--- src/rtl/winxlate_pkg.sv ---
package winxlate_pkg;

  typedef enum logic [1:0] {
    CYC_NONE = 2'd0,
    CYC_MEM  = 2'd1,
    CYC_IO   = 2'd2,
    CYC_CFG  = 2'd3
  } cycKind_t;

  // Strobes from control to datapath, at most one set per cycle
  typedef struct packed {
    logic selMem;
    logic selIo;
    logic selCfg;
  } xlStrobe_t;

  localparam int NUM_WIN = 2;
  localparam int WIN_MEM = 0;
  localparam int WIN_IO  = 1;

  localparam int SEL_MASK  = 0;
  localparam int SEL_MBASE = 1;
  localparam int SEL_IBASE = 2;
  localparam int SEL_REMAP = 3;
  localparam int SEL_CFG   = 4;
  localparam int SEL_WEN   = 5;

endpackage

--- src/rtl/winxlate_match.sv ---
module winxlate_match #(
  parameter int ADDR_W = 32
) (
  input  logic              winEnable,
  input  logic [ADDR_W-1:0] addr,
  input  logic [ADDR_W-1:0] base,
  input  logic [ADDR_W-1:0] mask,
  output logic              hit
);
  logic [ADDR_W-1:0] diffBits;

  assign diffBits = (addr ^ base) & mask;
  assign hit      = winEnable && (diffBits == '0);
endmodule

--- src/rtl/winxlate_ctrl.sv ---
module winxlate_ctrl
  import winxlate_pkg::*;
#(
  parameter int ADDR_W     = 32,
  parameter int SEL_W      = 3,
  parameter int CFG_EN_BIT = ADDR_W - 1
) (
  input  logic              clk,
  input  logic              rst,
  input  logic              regWe,
  input  logic [SEL_W-1:0]  regSel,
  input  logic [ADDR_W-1:0] regWdata,
  input  logic              accValid,
  input  logic [ADDR_W-1:0] accAddr,
  output logic [ADDR_W-1:0] rangeMask,
  output logic [ADDR_W-1:0] remapBase,
  output logic [ADDR_W-1:0] cfgWord,
  output logic              cfgEnable,
  output xlStrobe_t         strobe
);
  logic [ADDR_W-1:0] winBase [NUM_WIN];
  logic [NUM_WIN-1:0] winEn;
  logic [NUM_WIN-1:0] winHit;

  // Register file: writes land at the edge, so same-cycle accesses see old values
  always_ff @(posedge clk) begin
    if (rst) begin
      rangeMask <= '0;
      remapBase <= '0;
      cfgWord   <= '0;
      winEn     <= '0;
      for (int w = 0; w < NUM_WIN; w++) winBase[w] <= '0;
    end else if (regWe) begin
      case (int'(regSel))
        SEL_MASK:  rangeMask        <= regWdata;
        SEL_MBASE: winBase[WIN_MEM] <= regWdata;
        SEL_IBASE: winBase[WIN_IO]  <= regWdata;
        SEL_REMAP: remapBase        <= regWdata;
        SEL_CFG:   cfgWord          <= regWdata;
        SEL_WEN:   winEn            <= regWdata[NUM_WIN-1:0];
        default:   ;
      endcase
    end
  end

  assign cfgEnable = cfgWord[CFG_EN_BIT];

  for (genvar w = 0; w < NUM_WIN; w++) begin : gWin
    winxlate_match #(.ADDR_W(ADDR_W)) u_match (
      .winEnable(winEn[w]),
      .addr     (accAddr),
      .base     (winBase[w]),
      .mask     (rangeMask),
      .hit      (winHit[w])
    );
  end

  // Memory window takes priority over the I/O window
  always_comb begin
    strobe        = '0;
    if (accValid) begin
      if (winHit[WIN_MEM]) begin
        strobe.selMem = 1'b1;
      end else if (winHit[WIN_IO]) begin
        strobe.selCfg = cfgEnable;
        strobe.selIo  = !cfgEnable;
      end
    end
  end
endmodule

--- src/rtl/winxlate_dp.sv ---
module winxlate_dp
  import winxlate_pkg::*;
#(
  parameter int ADDR_W = 32,
  parameter int BUS_W  = 8,
  parameter int DEV_W  = 5,
  parameter int FN_W   = 3,
  parameter int REG_W  = 6
) (
  input  logic              clk,
  input  logic              rst,
  input  xlStrobe_t         strobe,
  input  logic [ADDR_W-1:0] accAddr,
  input  logic [ADDR_W-1:0] rangeMask,
  input  logic [ADDR_W-1:0] remapBase,
  input  logic [ADDR_W-1:0] cfgWord,
  output logic              outHit,
  output cycKind_t          outKind,
  output logic [ADDR_W-1:0] outAddr
);
  localparam int FIELD_LO = 2;
  localparam int FIELD_HI = FIELD_LO + REG_W + FN_W + DEV_W + BUS_W;
  localparam logic [63:0] FIELD_MASK64 = ((64'd1 << FIELD_HI) - 64'd1) & ~64'd3;
  localparam logic [ADDR_W-1:0] FIELD_MASK = FIELD_MASK64[ADDR_W-1:0];

  logic [ADDR_W-1:0] offsetBits;
  logic [ADDR_W-1:0] memAddr;
  logic [ADDR_W-1:0] cfgAddr;
  logic [ADDR_W-1:0] nextAddr;
  cycKind_t          nextKind;

  assign offsetBits = accAddr & ~rangeMask;
  assign memAddr    = offsetBits | (remapBase & rangeMask);
  assign cfgAddr    = cfgWord & FIELD_MASK;

  always_comb begin
    nextKind = CYC_NONE;
    nextAddr = '0;
    if (strobe.selMem) begin
      nextKind = CYC_MEM;
      nextAddr = memAddr;
    end else if (strobe.selCfg) begin
      nextKind = CYC_CFG;
      nextAddr = cfgAddr;
    end else if (strobe.selIo) begin
      nextKind = CYC_IO;
      nextAddr = offsetBits;
    end
  end

  always_ff @(posedge clk) begin
    if (rst) begin
      outHit  <= 1'b0;
      outKind <= CYC_NONE;
      outAddr <= '0;
    end else begin
      outHit  <= (nextKind != CYC_NONE);
      outKind <= nextKind;
      outAddr <= nextAddr;
    end
  end
endmodule

--- src/rtl/winxlate_top.sv ---
module winxlate_top
  import winxlate_pkg::*;
#(
  parameter int ADDR_W = 32,
  parameter int SEL_W  = 3,
  parameter int BUS_W  = 8,
  parameter int DEV_W  = 5,
  parameter int FN_W   = 3,
  parameter int REG_W  = 6
) (
  input  logic              clk,
  input  logic              rst,
  input  logic              regWe,
  input  logic [SEL_W-1:0]  regSel,
  input  logic [ADDR_W-1:0] regWdata,
  input  logic              accValid,
  input  logic [ADDR_W-1:0] accAddr,
  output logic              outHit,
  output logic [1:0]        outType,
  output logic [ADDR_W-1:0] outAddr
);
  logic [ADDR_W-1:0] rangeMask;
  logic [ADDR_W-1:0] remapBase;
  logic [ADDR_W-1:0] cfgWord;
  logic              cfgEnable;
  xlStrobe_t         strobe;
  cycKind_t          dpKind;

  winxlate_ctrl #(.ADDR_W(ADDR_W), .SEL_W(SEL_W)) u_ctrl (
    .clk(clk), .rst(rst), .regWe(regWe), .regSel(regSel), .regWdata(regWdata),
    .accValid(accValid), .accAddr(accAddr),
    .rangeMask(rangeMask), .remapBase(remapBase), .cfgWord(cfgWord),
    .cfgEnable(cfgEnable), .strobe(strobe)
  );

  winxlate_dp #(.ADDR_W(ADDR_W), .BUS_W(BUS_W), .DEV_W(DEV_W), .FN_W(FN_W), .REG_W(REG_W)) u_dp (
    .clk(clk), .rst(rst), .strobe(strobe), .accAddr(accAddr),
    .rangeMask(rangeMask), .remapBase(remapBase), .cfgWord(cfgWord),
    .outHit(outHit), .outKind(dpKind), .outAddr(outAddr)
  );

  assign outType = dpKind;
endmodule

--- config.mk ---
export PLATFORM = sky130hd
export DESIGN_NAME = winxlate_top
export DESIGN_NICKNAME = d
export VERILOG_FILES = /design/src/rtl/winxlate_pkg.sv /design/src/rtl/winxlate_match.sv /design/src/rtl/winxlate_ctrl.sv /design/src/rtl/winxlate_dp.sv /design/src/rtl/winxlate_top.sv
export SDC_FILE = /design/constraint.sdc
export NUM_CORES = 1
export LEC_CHECK = 0
export BUFFER_PORTS_ARGS = -buffer_cell sky130_fd_sc_hd__buf_2
export CORE_ASPECT_RATIO = 1.1
export CORE_MARGIN = 3
export CORE_UTILIZATION = 55
export CTS_CLUSTER_SIZE = 30
export DETAILED_ROUTE_END_ITERATION = 8
export PLACE_DENSITY_LB_ADDON = 0.12
export SLEW_MARGIN = 20
export SYNTH_ARGS = -nofsm -noshare
export SYNTH_HDL_FRONTEND = slang
export SYNTH_SLANG_ARGS = --single-unit
--- constraint.sdc ---
create_clock -name clk -period 5 [get_ports clk]
set_input_delay 1 -clock clk [delete_from_list [all_inputs] [get_ports clk]]
set_output_delay 1 -clock clk [all_outputs]
set_load 0.1 [all_outputs]
==> flow_summary.ini, run 1 <==
[critical_path]
critPathLaunchType = primary input
cp_max_fo = 12
critical_path_class = primary input to flip-flop
crit_required_ns = 5.36
endpoint_kind = flip-flop
worstPathArrival_ns = 3.39

[yosys]
synth_seq_cells = 188
ys_warn_count = 0
syn_area_per_cell_um2 = 9.96
synth_edf_count = 64
async_reset_ff_share_pct = 0
seq_area_frac_synth_pct = 55.4
syn_inst = 798
ys.flop_type = dfxtp_1
synth_area_um2 = 7950
syn-num-nets = 869
synth_cell_types = 40

[route]
drt_iter0_drc = 587
drc = 0
vias = 6267
first_pass_iters = 6
wl_per_cell_um = 19.7
drt_wl_total_mm = 21.4
avgViaCountPerCell = 5.75
drt.antenna.violating_nets = 0

[cells_and_area]
layout-drive-gt1-share_pct = 20.0
areaGrowthSynthToFinish_pct = 16.2
final_common_cell = nand2_1
finalNetCount = 959
antenna_cells = 0
mostFrequentLayoutCells = nand2_1 (189), dfxtp_1 (124), a21oi_1 (111)

[timing]
fin_tns_setup_ns = 0
fin_worst_skew_ns = 0.0101
finalHoldViolations = 0
max_slew.worst_pin.slew_ns = 1.11
setup_viol = 0
slew_violations = 0
period_share_pct = 60.6
maxSlewHeadroom_pct = 25.6
fin_hold_ws_ns = 0.457
period_minus_slack_ns = 3.03
rsz0062_at_grt = no
fmax_ghz = 0.330

[floorplanning]
die_w_um = 121
pin_count = 106
die_area_um2 = 15900
start_util_pct = 56.9
core_area_um2 = 14000
num_rows = 45
fp.dieH_um = 132

[grt]
grt_use_total_pct = 27.3
grt_pass1_wl_mm = 33.6
grt_pass1_vias = 6219
grt_max_degree = 101
antenna_found_initial = 0
grt_overflow_total = 0

[cts]
hold_buffers = 0
clock-sinks = 188
clk_pin_slew_ns = 0.06
root_buffer = clkbuf_16
cts_buffer_depth = 2
postCtsSetupBuffers = 0
cts-resized-gates = 0
htree_levels = 4
cts_tree = done
numCtsBuffers = 17
clkLatencyLatePin_ns = 0.43

[status]
outcome = complete, no violations

[flow_run]
maxCapViolCount = 0

[pwr]
p_leak_nw = 3.41
ir_worst_vdd_v = 0.000204
power_density_nw_per_um2 = 351
power.total_mw = 3.24

[hold_path]
hold_path.class = flip-flop to flip-flop

[placement]
gp_congestion = 0.848
numPortBuffers = 105
dp_hpwl_mm = 13.8
final timing paths:
path                                     startpoint                                 to  slack (ns)  cells past startpoint
setup / recovery                        accAddr[14]         u_dp.outAddr[1]$_SDFF_PP0_        1.97                      9
hold / removal    u_ctrl.remapBase[24]$_SDFFE_PP0P_  u_ctrl.remapBase[24]$_SDFFE_PP0P_        0.46                      2
setup reg to reg    u_ctrl.winBase[0][14]$_DFFE_PP_         u_dp.outAddr[1]$_SDFF_PP0_        2.30                      8
hold reg to reg   u_ctrl.remapBase[24]$_SDFFE_PP0P_  u_ctrl.remapBase[24]$_SDFFE_PP0P_        0.46                      2
per-layer routing:
metal	GRT usage, %	share of wire (%)	vias up
met5	0	0	-
met3	5.36	6.9	54
met1	33.9	40	3021
met2	46.1	49	248
met4	12.1	3.3	0
li1	-	-	2944
critical path, stage by stage:
cell	delay, ns
buf_2	0.13
xor2_1	0.16
a22oi_1	0.26
o2111ai_1	0.15
nor3_1	0.29
nand4_1	0.64
o41ai_4	0.42
a31oi_1	0.20
nor2_1	0.13
per-stage QoR:
stage / instances / area [um2] / utilization [%] / worst slack (ns)
6_report: 1089 / 9240 / 66.1 / 1.97
5_1_grt: 1089 / 9240 / 66.1 / 1.82
4_1_cts: 1089 / 9230 / 66.1 / 2.00
3_5_place_dp: 1057 / 8650 / 62.0 / 1.56
3_3_place_gp: 1056 / 8630 / 61.8 / 1.68
2_1_floorplan: 798 / 7950 / - / 0.767
cell type report:
cell class / instances / area, um2
clock buffers: 21 / 492
clock inverters: 11 / 88.8
fillers: 1143 / 4730
inverters: 14 / 52.6
multi-input cells: 553 / 3350
flip-flops and latches: 188 / 4400
well taps: 188 / 235
repair buffers: 114 / 613
Yosys cell counts (2+ instances only):
master / count / area share (%)
or3_1: 2 / 0.16
and2_1: 33 / 2.6
a221oi_1: 4 / 0.44
a21oi_1: 111 / 7.0
xnor2_1: 3 / 0.33
inv_1: 13 / 0.61
a22oi_1: 12 / 1.1
a221oi_2: 4 / 0.76
o22ai_1: 4 / 0.31
mux2i_1: 24 / 3.0
clkbuf_1: 37 / 1.7
buf_6: 2 / 0.28
nand4_1: 2 / 0.16
xor2_1: 62 / 6.8
a31oi_1: 10 / 0.79
buf_1: 2 / 0.094
and3_1: 3 / 0.24
edfxtp_1: 64 / 24
a222oi_1: 2 / 0.25
nand3_1: 2 / 0.13
nand2_1: 189 / 8.9
dfxtp_1: 124 / 31
a22o_1: 7 / 0.77
buf_2: 2 / 0.13
o21ai_0: 2 / 0.13
nor3b_1: 22 / 2.1
o22ai_2: 19 / 3.0
nor2_1: 24 / 1.1
nor3_1: 2 / 0.13
logic make-up after synthesis:
group                  count (synthesis)  synth area share [%]
AO/OA/AOI/OAI                        178                  15.1
XOR/XNOR                              65                  7.16
buffers and inverters                 57                  2.91
flip-flops                           188                  55.4
multiplexers                          24                  3.02
AND/OR/NAND/NOR                      286                  16.4
flip-flops by register name, indices dropped and copies added, names as in the netlist:
signal	count
u_ctrl.remapBase	32
u_ctrl.cfgWord	23
u_ctrl.rangeMask	32
u_dp.outKind	2
u_ctrl.winBase	64
u_dp.outAddr	32
u_dp.outHit	1
u_ctrl.winEn	2
power by group:
part           total [mW]  internal, mW  switching (mW)
clock                1.31         0.750           0.561
combinational       0.261        0.0919           0.169
sequential           1.67          1.64          0.0327
total                3.24          2.48           0.763
No activity file was read; power rests on OpenSTA's default activity.
==> run 2, diff against run 1 <==
--- a/config.mk
+++ b/config.mk
@@ -8,7 +8,7 @@
 export BUFFER_PORTS_ARGS = -buffer_cell sky130_fd_sc_hd__buf_2
 export CORE_ASPECT_RATIO = 1.1
 export CORE_MARGIN = 3
-export CORE_UTILIZATION = 55
+export CORE_UTILIZATION = 52
 export CTS_CLUSTER_SIZE = 30
 export DETAILED_ROUTE_END_ITERATION = 8
 export PLACE_DENSITY_LB_ADDON = 0.12
==> constraint.sdc (replaced) <==
create_clock -name clk -period 2.6 [get_ports clk]
set_input_delay 0.52 -clock clk [delete_from_list [all_inputs] [get_ports clk]]
set_output_delay 0.52 -clock clk [all_outputs]
set_load 0.1 [all_outputs]
==> run 2 against run 1 <==
Sequential share of layout area is 0.85 points lower. Utilization is 2.1 points lower. Cell area grew 1.8%. Highest routed layer unchanged.
==> flow_summary.ini, run 2 (synthesis results as in run 1) <==
[cells_and_area]
finalNetCount = 979
antenna_cells = 0
mostFrequentLayoutCells = nand2_1 (189), dfxtp_1 (124), a21oi_1 (111)
layout-drive-gt1-share_pct = 21.3
final_core_util_pct = 64.1
top_register = u_ctrl.winBase
fin_cells = 1113
largest_register_ffs = 64
areaGrowthSynthToFinish_pct = 18.3
final_common_cell = nand2_1

[flow_run]
maxCapViolCount = 0

[timing]
slew_violations = 0
fin_worst_skew_ns = 0.00918
max_slew.worst_pin.slew_ns = 1.13
setup_viol = 0
rsz0062_at_grt = no
finalHoldViolations = 0
setup_slack_ns = 0.151
period_minus_slack_ns = 2.45
maxSlewHeadroom_pct = 24.7
period_share_pct = 94.2
fmax_ghz = 0.408
fin_tns_setup_ns = 0

[status]
outcome = complete, no violations

[critical_path]
critPathLaunchType = flip-flop
worstPathArrival_ns = 2.80
endpoint_kind = flip-flop
crit_required_ns = 2.96
critical_path_class = flip-flop to flip-flop
cp_max_fo = 6

[pwr]
power_density_nw_per_um2 = 669
power.total_mw = 6.29
p_leak_nw = 3.52
ir_worst_vdd_v = 0.000396

[cts]
postCtsSetupBuffers = 0
cts-resized-gates = 0
clock-sinks = 188
cts_tree = done
htree_levels = 4
root_buffer = clkbuf_16
cts_buffer_depth = 2
clkLatencyLatePin_ns = 0.43
hold_buffers = 0
numCtsBuffers = 17
clk_pin_slew_ns = 0.07

[floorplanning]
pin_count = 106
start_util_pct = 54.2
core_area_um2 = 14700
fp.dieH_um = 136
die_area_um2 = 16800
num_rows = 46
die_w_um = 124

[grt]
grt_use_total_pct = 26.3
grt_pass1_wl_mm = 33.1
grt_overflow_total = 0
grt_pass1_vias = 6259
antenna_found_initial = 0
grt_max_degree = 101

[placement]
numPortBuffers = 105
place_inst = 1081
pre_cts_ws_ns = -0.00749
dp_hpwl_mm = 14.3
gp_congestion = 0.889

[hold_path]
hold_path.class = primary input to flip-flop

[route]
drt_wl_total_mm = 21.9
vias = 6328
drt_iter0_drc = 537
wl_per_cell_um = 19.6
drc = 0
drt.antenna.violating_nets = 0
avgViaCountPerCell = 5.69
first_pass_iters = 5
## run 2: changes by cell type in the layout (fill, tap and decap cells not counted), moves of 2 or more
cell and change:
buf_12 +2, buf_4 +19, clkbuf_1 +2, clkbuf_16 +2, clkinv_2 -4, clkinv_4 +3, clkinvlp_4 -2
## run 2: per-stage QoR
step	area (um2)	hold slack, ns
5_1_grt	9400	0.346
3_5_place_dp	8800	0.447
3_3_place_gp	8800	0.441
6_report	9400	0.350
4_1_cts	9400	0.332
2_1_floorplan	7970	0.436
## run 2: worst paths after layout
kind                                         start                                 to  slack (ns)  cells past startpoint
setup / recovery   u_ctrl.winBase[0][61]$_DFFE_PP_        u_dp.outAddr[25]$_SDFF_PP0_        0.15                     10
setup reg to reg   u_ctrl.winBase[0][61]$_DFFE_PP_        u_dp.outAddr[25]$_SDFF_PP0_        0.15                     10
hold reg to reg   u_ctrl.remapBase[0]$_SDFFE_PP0P_   u_ctrl.remapBase[0]$_SDFFE_PP0P_        0.45                      2
hold / removal                        regWdata[28]  u_ctrl.remapBase[28]$_SDFFE_PP0P_        0.35                      3
## run 2: final cells by class
class,instances,area (um2)
clock buffers,25,549
multi-input cells,553,3340
clock inverters,7,50.0
well taps,192,240
flip-flops and latches,188,4400
inverters,14,52.6
repair buffers,134,768
fillers,1230,5270
## run 2: critical path, cell delays in order, from the launching register on
cell,delay [ns]
edfxtp_1,0.38
xnor2_1,0.22
o22ai_1,0.11
a221oi_1,0.37
buf_4,0.19
nand4_1,0.11
buf_4,0.18
o41ai_4,0.36
buf_4,0.23
a31oi_1,0.10
nor2_1,0.12
## run 2: per-layer routing
metal	wire [um]	GRT usage, %	vias to the layer above	share of wire [%]
met5	0	0	-	0
met4	449	10.6	0	2.1
met3	1530	4.26	33	7.0
met2	11300	45.5	248	52
met1	8610	32.4	3072	39
li1	-	-	2975	-
## run 2: power breakdown
group	internal (mW)	switching, mW	leakage [nW]	total, mW
registers	3.15	0.0604	1.62	3.21
clock network	1.48	1.10	0.295	2.57
logic	0.187	0.331	1.60	0.518
total	4.81	1.49	3.52	6.29
==> run 3, diff against run 2 <==
--- a/config.mk
+++ b/config.mk
@@ -11,6 +11,7 @@
 export CORE_UTILIZATION = 52
 export CTS_CLUSTER_SIZE = 30
 export DETAILED_ROUTE_END_ITERATION = 8
+export MAX_ROUTING_LAYER = met4
 export PLACE_DENSITY_LB_ADDON = 0.12
 export SLEW_MARGIN = 20
 export SYNTH_ARGS = -nofsm -noshare
==> run 3 against run 2 <==
Combinational power about the same. Critical path type unchanged. Critical endpoint unchanged. Sequential share of layout area is the same. Via count up 0.21%. Flip-flop and latch count unchanged. First-iteration DRC count shrank 2.4%. Non-clock buffer count unchanged. Clock skew shrank 0.0017 ns.
==> flow_summary.ini, run 3 (synthesis results as in run 1) <==
[critical_path]
endpoint_kind = flip-flop
critical_path_class = flip-flop to flip-flop
worstPathArrival_ns = 2.77
r2r_slack_ns = 0.19
cp_max_fo = 6
reg2reg_depth = 10
crit_required_ns = 2.96
worstReg2RegStart = u_ctrl.winBase[0][61]$_DFFE_PP_
reg2reg_to = u_dp.outAddr[25]$_SDFF_PP0_
critPathLaunchType = flip-flop

[hold_path]
worstHoldEndpoint = u_ctrl.remapBase[28]$_SDFFE_PP0P_
hold_path.class = primary input to flip-flop
min_path_cells = 3
holdCritStartpoint = regWdata[28]

[cells_and_area]
num-fill-cells = 1230
final_core_util_pct = 64.1
antenna_cells = 0
final_common_cell = nand2_1
mostFrequentLayoutCells = nand2_1 (189), dfxtp_1 (124), a21oi_1 (111)
finalNetCount = 979
top_register = u_ctrl.winBase
areaGrowthSynthToFinish_pct = 18.3
layout-drive-gt1-share_pct = 21.3
fin_cells = 1113
final_area_um2 = 9400
largest_register_ffs = 64

[floorplanning]
die_w_um = 124
pin_count = 106
fp.dieH_um = 136
die_area_um2 = 16800
start_util_pct = 54.2
num_rows = 46
core_area_um2 = 14700

[cts]
clkLatencyLatePin_ns = 0.43
clock-sinks = 188
hold_buffers = 0
numCtsBuffers = 17
cts_tree = done
cts_buffer_depth = 2
postCtsSetupBuffers = 0
cts-resized-gates = 0
clk_pin_slew_ns = 0.07
root_buffer = clkbuf_16
htree_levels = 4

[pwr]
power_density_nw_per_um2 = 669
ir_worst_vdd_v = 0.000395
p_leak_nw = 3.52
power.total_mw = 6.29

[timing]
finalHoldViolations = 0
fin_hold_ws_ns = 0.348
setup_slack_ns = 0.188
setup_viol = 0
period_minus_slack_ns = 2.41
fmax_ghz = 0.415
maxSlewHeadroom_pct = 25.8
slew_violations = 0
fin_tns_setup_ns = 0
fin_worst_skew_ns = 0.00746
max_slew.worst_pin.slew_ns = 1.11
rsz0062_at_grt = no
period_share_pct = 92.8

[status]
outcome = complete, no violations

[placement]
place_inst = 1081
pre_cts_ws_ns = -0.00749
dp_hpwl_mm = 14.3
numPortBuffers = 105
gp_congestion = 0.904
placed_cell_area_um2 = 8800

[grt]
grt_max_degree = 101
grt_pass1_vias = 6249
antenna_found_initial = 0
grt_pass1_wl_mm = 33.1
grt_use_total_pct = 27.1
grt_overflow_total = 0

[route]
drt_iter0_drc = 524
wl_per_cell_um = 19.8
drt.antenna.violating_nets = 0
avgViaCountPerCell = 5.70
drt_wl_total_mm = 22.0
drc = 0
first_pass_iters = 6
vias = 6341

[flow_run]
maxCapViolCount = 0
-- run 3: cell counts in the layout (fill, tap and decap cells not counted) --
Identical to the previous run, type by type.
-- run 3: worst max-delay path, stage by stage (launching register included) --
cell and delay [ns]:
edfxtp_1 0.38, xnor2_1 0.22, o22ai_1 0.10, a221oi_1 0.34, buf_4 0.18, nand4_1 0.11
buf_4 0.18, o41ai_4 0.37, buf_4 0.23, a31oi_1 0.10, nor2_1 0.11
-- run 3: worst max-delay path by stage --
stage	end	cells past startpoint	from	slack [ns]
2_1_floorplan	u_ctrl.winBase[0][0]$_DFFE_PP_	3	regSel[0]	0.37
3_3_place_gp	u_dp.outKind[0]$_SDFF_PP0_	9	accAddr[29]	0.06
3_5_place_dp	u_dp.outAddr[10]$_SDFF_PP0_	10	accAddr[19]	-0.007
4_1_cts	u_dp.outAddr[25]$_SDFF_PP0_	10	u_ctrl.winBase[0][61]$_DFFE_PP_	0.21
5_1_grt	u_dp.outAddr[28]$_SDFF_PP0_	10	u_ctrl.winBase[0][61]$_DFFE_PP_	0.05
6_report	u_dp.outAddr[25]$_SDFF_PP0_	10	u_ctrl.winBase[0][61]$_DFFE_PP_	0.19
-- run 3: routing by layer --
metal / vias up / wire [um] / GRT usage, %
li1: 2975 / - / -
met1: 3083 / 9000 / 32.8
met2: 249 / 11300 / 45.4
met3: 34 / 1310 / 4.05
met4: 0 / 431 / 10.6
met5: - / 0 / -
-- run 3: layout make-up --
class                           count  area [um2]  area share (%)
Sequential cell                   188        4400            46.8
Multi-Input combinational cell    553        3340            35.5
Timing Repair Buffer              134         768            8.17
Clock buffer                       25         549            5.84
Tap cell                          192         240            2.55
Inverter                           14        52.6           0.559
Clock inverter                      7        50.0           0.532
-- run 3: report_power, final --
part	total, mW	switching, mW	internal, mW
registers	3.21	0.0606	3.15
clock network	2.57	1.09	1.48
logic	0.518	0.331	0.187
